$ cat src/rtl/rfsh_pkg.sv
package rfsh_pkg;
  typedef enum logic [1:0] {
    ST_IDLE = 2'd0,
    ST_HELD = 2'd1,
    ST_RFSH = 2'd2
  } rf_state_e;

  localparam logic [1:0] RA_BASE  = 2'd0;
  localparam logic [1:0] RA_TIMER = 2'd1;
  localparam logic [1:0] RA_CTRL  = 2'd2;
endpackage

$ cat src/rtl/rfsh_prescaler.sv
module rfsh_prescaler #(
  parameter int W = 9
) (
  input  logic         clk,
  input  logic         rst_n,
  input  logic         en,
  input  logic [W-1:0] reload,
  output logic         tick
);
  logic [W-1:0] cnt_q;

  function automatic logic [W-1:0] dec_cnt(input logic [W-1:0] v);
    return v - W'(1);
  endfunction

  assign tick = en && (cnt_q == '0);

  always_ff @(posedge clk) begin
    if (!rst_n)           cnt_q <= '0;
    else if (!en)         cnt_q <= reload;
    else if (cnt_q == '0) cnt_q <= reload;
    else                  cnt_q <= dec_cnt(cnt_q);
  end
endmodule

$ cat src/rtl/rfsh_row_ctr.sv
module rfsh_row_ctr #(
  parameter int W = 9
) (
  input  logic         clk,
  input  logic         rst_n,
  input  logic         adv,
  output logic [W-1:0] row
);
  function automatic logic [W-1:0] row_step(input logic [W-1:0] v);
    return v + W'(1);
  endfunction

  always_ff @(posedge clk) begin
    if (!rst_n)   row <= '0;
    else if (adv) row <= row_step(row);
  end
endmodule

$ cat src/rtl/rfsh_arbiter.sv
module rfsh_arbiter
  import rfsh_pkg::*;
#(
  parameter int CYC_LEN = 4,
  localparam int CW = $clog2(CYC_LEN + 1)
) (
  input  logic      clk,
  input  logic      rst_n,
  input  logic      en,
  input  logic      tick,
  input  logic      hold,
  output rf_state_e state,
  output logic      pend,
  output logic      start,
  output logic      done
);
  rf_state_e nxt;
  logic [CW-1:0] cyc_q;

  assign done  = (state == ST_RFSH) && (cyc_q == CW'(CYC_LEN - 1));
  assign start = (state != ST_RFSH) && (nxt == ST_RFSH);

  always_comb begin
    nxt = state;
    unique case (state)
      ST_IDLE: if (pend) nxt = ST_RFSH;
               else if (hold) nxt = ST_HELD;
      ST_HELD: if (!hold) nxt = pend ? ST_RFSH : ST_IDLE;
      ST_RFSH: if (done) nxt = hold ? ST_HELD : ST_IDLE;
      default: nxt = ST_IDLE;
    endcase
  end

  always_ff @(posedge clk) begin
    if (!rst_n) begin
      state <= ST_IDLE;
      pend  <= 1'b0;
      cyc_q <= '0;
    end else begin
      state <= nxt;
      if (!en)        pend <= 1'b0;
      else if (tick)  pend <= 1'b1;
      else if (start) pend <= 1'b0;
      if (state == ST_RFSH && !done) cyc_q <= cyc_q + CW'(1);
      else                           cyc_q <= '0;
    end
  end
endmodule

$ cat src/rtl/refresh_ctrl.sv
module refresh_ctrl
  import rfsh_pkg::*;
#(
  parameter int BASE_W  = 7,
  parameter int ROW_W   = 9,
  parameter int PRESC_W = 9,
  parameter int CYC_LEN = 4,
  localparam int ADDR_W = BASE_W + ROW_W,
  localparam int WD_W   = (BASE_W > PRESC_W) ? BASE_W : PRESC_W
) (
  input  logic              clk,
  input  logic              rst_n,
  input  logic              reg_wr,
  input  logic [1:0]        reg_addr,
  input  logic [WD_W-1:0]   reg_wdata,
  input  logic              hold_req,
  output logic              hold_ack,
  output logic              rfsh_strobe,
  output logic [ADDR_W-1:0] rfsh_addr,
  output logic              rfsh_done
);
  logic [BASE_W-1:0]  base_q;
  logic [PRESC_W-1:0] timer_q;
  logic               en_q;
  logic               tick_w, pend_w, start_w, done_w, held_w;
  logic [ROW_W-1:0]   row_w;
  logic [ADDR_W-1:0]  addr_q;
  rf_state_e          state_w;

  always_ff @(posedge clk) begin
    if (!rst_n) begin
      base_q  <= '0;
      timer_q <= '0;
      en_q    <= 1'b0;
    end else if (reg_wr) begin
      case (reg_addr)
        RA_BASE:  base_q  <= reg_wdata[BASE_W-1:0];
        RA_TIMER: timer_q <= reg_wdata[PRESC_W-1:0];
        RA_CTRL:  en_q    <= reg_wdata[0];
        default:  ;
      endcase
    end
  end

  rfsh_prescaler #(.W(PRESC_W)) u_presc (
    .clk(clk), .rst_n(rst_n), .en(en_q), .reload(timer_q), .tick(tick_w)
  );

  rfsh_arbiter #(.CYC_LEN(CYC_LEN)) u_arb (
    .clk(clk), .rst_n(rst_n), .en(en_q), .tick(tick_w), .hold(hold_req),
    .state(state_w), .pend(pend_w), .start(start_w), .done(done_w)
  );

  rfsh_row_ctr #(.W(ROW_W)) u_row (
    .clk(clk), .rst_n(rst_n), .adv(done_w), .row(row_w)
  );

  always_ff @(posedge clk) begin
    if (!rst_n)       addr_q <= '0;
    else if (start_w) addr_q <= {base_q, row_w};
  end

  assign held_w      = (state_w == ST_HELD);
  assign hold_ack    = held_w && !pend_w;
  assign rfsh_strobe = (state_w == ST_RFSH);
  assign rfsh_done   = done_w;
  assign rfsh_addr   = addr_q;
endmodule

$ cat config.mk
export PLATFORM = sky130hd
export DESIGN_NAME = refresh_ctrl
export DESIGN_NICKNAME = d
export VERILOG_FILES = /design/src/rtl/rfsh_pkg.sv /design/src/rtl/rfsh_prescaler.sv /design/src/rtl/rfsh_row_ctr.sv /design/src/rtl/rfsh_arbiter.sv /design/src/rtl/refresh_ctrl.sv
export SDC_FILE = /design/constraint.sdc
export NUM_CORES = 1
export LEC_CHECK = 0
export BUFFER_PORTS_ARGS = -buffer_cell sky130_fd_sc_hd__buf_2
export CAP_MARGIN = 20
export CELL_PAD_IN_SITES_DETAIL_PLACEMENT = 0
export CELL_PAD_IN_SITES_GLOBAL_PLACEMENT = 2
export CORE_ASPECT_RATIO = 0.9
export CORE_MARGIN = 2
export CORE_UTILIZATION = 37
export DETAILED_ROUTE_END_ITERATION = 12
export GPL_TIMING_DRIVEN = 0
export PLACE_DENSITY_LB_ADDON = 0.3
export RECOVER_POWER = 25
export SYNTH_ARGS = -nofsm -noshare
export SYNTH_HDL_FRONTEND = slang
export SYNTH_SLANG_ARGS = --single-unit
$ cat constraint.sdc
create_clock -name clk -period 5.7 [get_ports clk]
set_input_delay 0.855 -clock clk [delete_from_list [all_inputs] [get_ports clk]]
set_output_delay 0.855 -clock clk [all_outputs]
set_load 0.05 [all_outputs]
After elaboration in Yosys (flattened, before gate mapping)
Cells that the tools add are included.
{"block": "op_classes", "addsub": 3, "n_eq_ne": 7, "muxes": 11, "n_reduce_logical": 16}
{"op": "2-to-1 mux 9 bit", "count": 2}
{"op": "2-to-1 mux 2 bit", "count": 5}
{"op": "AND reduction 2 bit", "count": 5}
{"op": "adder 9 x 1 -> 9 bit (second input constant)", "count": 1}
{"op": "logical NOT 9 bit", "count": 1}
{"op": "subtractor 9 x 1 -> 9 bit (second input constant)", "count": 1}
{"op": "equality test 2 bit (second input constant)", "count": 3}
{"op": "one-hot mux 2 bit (3 select lines)", "count": 1}
{"op": "logical AND 1 bit", "count": 5}
{"op": "equality test 2 x 1 -> 1 bit (second input constant)", "count": 2}
{"op": "logical NOT 2 bit", "count": 2}
{"op": "adder 3 x 1 -> 3 bit (second input constant)", "count": 1}
{"op": "equality test 3 x 2 -> 1 bit (second input constant)", "count": 1}
{"op": "2-to-1 mux 1 bit", "count": 3}
{"op": "logical NOT 1 bit", "count": 2}
{"op": "inequality test 2 bit (second input constant)", "count": 1}
{"op": "nonzero test 2 bit", "count": 1}
{"block": "totals", "regBits": 57, "input_bits": 15, "out_inout_bits": 19, "word_cells": 46}

Depth between registers and ports, before layout
{"block": "depth", "word_depth": 8, "ltp_mapped": 7, "depth_no_buf": 6}

By module
Synthesis repeated with hierarchy kept, for this count alone.
{"block": "unflattened", "cells_unflattened": 237, "hier_area_um2": 2441.1}
{"module": "refresh_ctrl", "n_inst": 1, "cells_per_inst": 121, "area_per_inst_um2": 1301.2, "seq_area_each_um2": 660.6}
{"module": "rfsh_prescaler", "n_inst": 1, "cells_per_inst": 50, "area_per_inst_um2": 483.0, "seq_area_each_um2": 180.2}
{"module": "rfsh_row_ctr", "n_inst": 1, "cells_per_inst": 41, "area_per_inst_um2": 406.6, "seq_area_each_um2": 180.2}
{"module": "rfsh_arbiter", "n_inst": 1, "cells_per_inst": 25, "area_per_inst_um2": 250.2, "seq_area_each_um2": 120.1}

Worst setup path before layout
No wires, ideal clock.
{"block": "synth_timing", "path_kind": "register -> output", "startpoint": "register u_arb.state[0]", "endpoint": "output hold_ack", "arrival_ns": 1.536, "t_required_ns": 4.845, "path_slack_ns": 3.309, "stages_incl_launch_ff": 2, "n_path_buf": 0, "path_cell_list": "dfxtp_1 nor3b_1"}
{"block": "synth_via", "elab_chain_len": 2}
{"element": "start: declaration", "line": "rfsh_arbiter.sv:12", "source": "output rf_state_e state,"}
{"element": "start signal: assignment", "line": "rfsh_arbiter.sv:40", "source": "state <= nxt;"}
{"element": "equality test 2 x 1 -> 1 bit", "line": "refresh_ctrl.sv:63", "source": "assign held_w = (state_w == ST_HELD);"}
{"element": "logical AND 1 bit", "line": "refresh_ctrl.sv:64", "source": "assign hold_ack = held_w && !pend_w;"}
{"element": "end: declaration", "line": "refresh_ctrl.sv:17", "source": "output logic hold_ack,"}
Every way passes these cells.

Worst setup path after layout
{"block": "layout_timing", "startpoint": "register u_arb.cyc_q[0]", "endpoint": "output rfsh_done"}
{"block": "layout_via", "elab_chain_len": 2}
{"element": "start: declaration", "line": "rfsh_arbiter.sv:18", "source": "logic [CW-1:0] cyc_q;"}
{"element": "start signal: assignment", "line": "rfsh_arbiter.sv:44", "source": "if (state == ST_RFSH && !done) cyc_q <= cyc_q + CW'(1);"}
{"element": "equality test 3 x 2 -> 1 bit", "line": "rfsh_arbiter.sv:20", "source": "assign done = (state == ST_RFSH) && (cyc_q == CW'(CYC_LEN - 1));"}
{"element": "logical AND 1 bit", "line": "rfsh_arbiter.sv:20"}
{"element": "end: declaration", "line": "refresh_ctrl.sv:20", "source": "output logic rfsh_done"}
Every way passes these cells.

==> impl_metrics.env <==
export IMPL_synth_nets=267
export IMPL_cts_clk_slew_worst_paths_ps=60
export IMPL_routed_wirelength_um=4878
export IMPL_ys_warn_count=0
export IMPL_wl_per_cell_um=12.74
export IMPL_arrival_ps=1650
export IMPL_critical_path_class="flip-flop to output port"
export IMPL_power_density_mw_per_mm2=294.5
export IMPL_synth_flop_cell="dfxtp_1"
export IMPL_max_freq_ghz=0.3988
export IMPL_cp_required_ps=4850
export IMPL_cts_hold_fix_buffers=0
export IMPL_post_cts_buffers=0
export IMPL_synthArstFlopShare=0
export IMPL_numPortBuffers=32
export IMPL_drtIter0Drc=51
export IMPL_ff2ff_setup_slack_ps=3680
export IMPL_clock_path_buffers=2
export IMPL_holdCritPathClass="flip-flop to flip-flop"
export IMPL_relSlewSlack=0.5852
export IMPL_reg2regPathDepth=6
export IMPL_crit_fanout=8
export IMPL_rsz0062_at_grt="no"
export IMPL_dp_hpwl_um=3419
export IMPL_mostFrequentLayoutCell="dfxtp_1"
export IMPL_gp_congestion=0.7383
export IMPL_leakagePower_uw=0.001222
export IMPL_seq_area_frac_synth=0.4869
export IMPL_initial_core_util=0.3833
export IMPL_dieHeight_um=79.50
export IMPL_dp_cells=367
export IMPL_antenna_found_initial=0
export IMPL_drc=0
export IMPL_fp_dieW_um=87.89
export IMPL_worstHoldStart="u_arb.cyc_q[0]$_SDFF_PN0_"
export IMPL_ir_worst_vdd_mv=0.1669
export IMPL_critPathCaptureType="output port"
export IMPL_reg2reg_from="u_presc.cnt_q[0]$_SDFF_PN0_"
export IMPL_cts_resized=0
export IMPL_final_cells=383
export IMPL_skew_ps=4.711
export IMPL_ys_ff_latch=57
export IMPL_grt_max_degree=11
export IMPL_core_area_mm2=0.006115
export IMPL_vias=1767
export IMPL_setup_ws_ps=3192
export IMPL_finalCritPeriodShare=0.4399
export IMPL_grt_pass1_wl_um=8052
export IMPL_max_cap_viol_count=0
export IMPL_syn_area_mm2=0.002343
export IMPL_antenna_left=0
export IMPL_cts_sinks=57
export IMPL_place_ws_ps=3439
export IMPL_grt_pass1_vias=1689
export IMPL_rows=27
export IMPL_drt_pass1_iterations=4
export IMPL_gr_total_overflow=0
export IMPL_setup_viol=0
export IMPL_final_cell_mix="dfxtp_1 (57), nand2_1 (43), buf_2 (30)"
export IMPL_worst_pin_slew_ps=622.2
export IMPL_hold_viol_final=0
export IMPL_syn_avg_cell_area_um2=9.450
export IMPL_vias_per_cell=4.614
export IMPL_synth_top_area_frac=0.4869
export IMPL_hold_end="u_arb.cyc_q[0]$_SDFF_PN0_"
export IMPL_r2r_end="u_presc.cnt_q[1]$_SDFF_PN0_"
export IMPL_cts_tree="yes"
export IMPL_worst_setup_path_start_kind="flip-flop"
export IMPL_synthTopCellsByArea="dfxtp_1 (49%), mux2i_1 (7.3%), nand2_1 (6.9%)"
export IMPL_antenna_cells=0
export IMPL_synth_cell_types=33
export IMPL_drive_gt1_frac=0.1554
export IMPL_fp_dieArea_mm2=0.006987
export IMPL_status="finished, final reports clean"
export IMPL_worstSkewPairLatency_ps=330
export IMPL_hold_path_depth=1
export IMPL_syn_to_final_growth_pct=19.43
export IMPL_synthCells=248
export IMPL_slew_violations=0
export IMPL_grt_use_total=0.1538
export IMPL_ios=34
export IMPL_final_setup_tns_ps=0
export IMPL_cts_buffers=9
export IMPL_min_period_ps=2508
export IMPL_synth_edff_count=0
export IMPL_cts_root_buf="clkbuf_8"
export IMPL_ctsHtreeMaxLevel=3
export IMPL_nets=310
export IMPL_synth_largest_area_cell="dfxtp_1"
-- kinds of logic (layout without fill, tap and decap cells) --
group,count (synthesis),in the layout,share of synthesized area
XOR/XNOR,11,11,0.04111
adder cells (fa/ha/maj),4,4,0.02136
multiplexers,17,17,0.07261
AO/OA/AOI/OAI,36,36,0.1121
buffers and inverters,17,65,0.03043
flip-flops,57,57,0.4869
AND/OR/NAND/NOR,106,106,0.2355
-- routing by layer --
metal	track usage	routed length, um	vias to the layer above
li1	-	-	928
met1	0.2001	2445	801
met2	0.2280	2161	31
met3	0.05377	206	7
met4	0.06923	64	0
met5	0	0	-
-- where the power goes --
part / leakage, uW / internal [uW] / switching (uW)
clock: 0.0000974 / 213 / 153
sequential: 0.000461 / 405 / 5.47
combinational: 0.000664 / 22.2 / 25.7
total: 0.00122 / 640 / 184
-- critical path, cell delays in order, from the launching register on --
cell	delay (ps)
dfxtp_1	330
ha_1	150
ha_1	180
nand3b_1	250
inv_1	140
buf_2	270
-- stage by stage --
step | instance area, um2 | hold slack (ps) | util | power (uW)
6_report | 2799 | 423.0 | 0.4577 | 824.4
5_1_grt | 2799 | 445.5 | 0.4577 | 861.3
4_1_cts | 2801 | 427.4 | 0.4582 | 837.9
3_5_place_dp | 2613 | 418.9 | 0.4273 | 468.3
3_3_place_gp | 2613 | 408.9 | 0.4273 | 467.9
2_1_floorplan | 2344 | 399.2 | - | 452.0
-- flip-flops by register name, summed over array words and instances (netlist names) --
signal and cells:
rfsh_addr 16, timer_q 9, u_presc.cnt_q 9, u_row.row 9, base_q 7, u_arb.cyc_q 3
u_arb.state 2, en_q 1, u_arb.pend 1
-- area by class of cell --
class | count | area, um2
buffer | 12 | 52.55
clock buffer | 13 | 148.9
clock inverter | 3 | 40.04
fill | 645 | 3316
inverter | 5 | 18.77
multi-input combinational | 174 | 1131
sequential | 57 | 1141
tap | 87 | 108.9
timing repair buffer | 32 | 157.7
-- synth_stat cells, drive strengths merged (2+ instances only) --
master	number
clkbuf	10
nor3b	2
nor2	7
nand2b	3
xnor2	6
a21boi	19
xor2	5
and2	7
ha	4
mux2i	17
nor3	3
dfxtp	57
nand4	2
nand3	6
nand2	43
o211a	5
inv	5
a21oi	4
and3	2
nor2b	19
o21ai	6
buf	2
nand3b	5
-- worst max path at each step --
stage                                          from                         end  cells after the start
after floorplan           u_arb.state[0]$_SDFF_PN0_                    hold_ack                      1
after global placement                     hold_req  rfsh_addr[10]$_SDFFE_PN0P_                      7
after detailed placement                   hold_req  rfsh_addr[10]$_SDFFE_PN0P_                      7
after CTS                 u_arb.cyc_q[0]$_SDFF_PN0_                   rfsh_done                      5
after global routing      u_arb.cyc_q[0]$_SDFF_PN0_                   rfsh_done                      5
final                     u_arb.cyc_q[0]$_SDFF_PN0_                   rfsh_done                      5
Note: power is estimated with default switching activity, not from simulation.
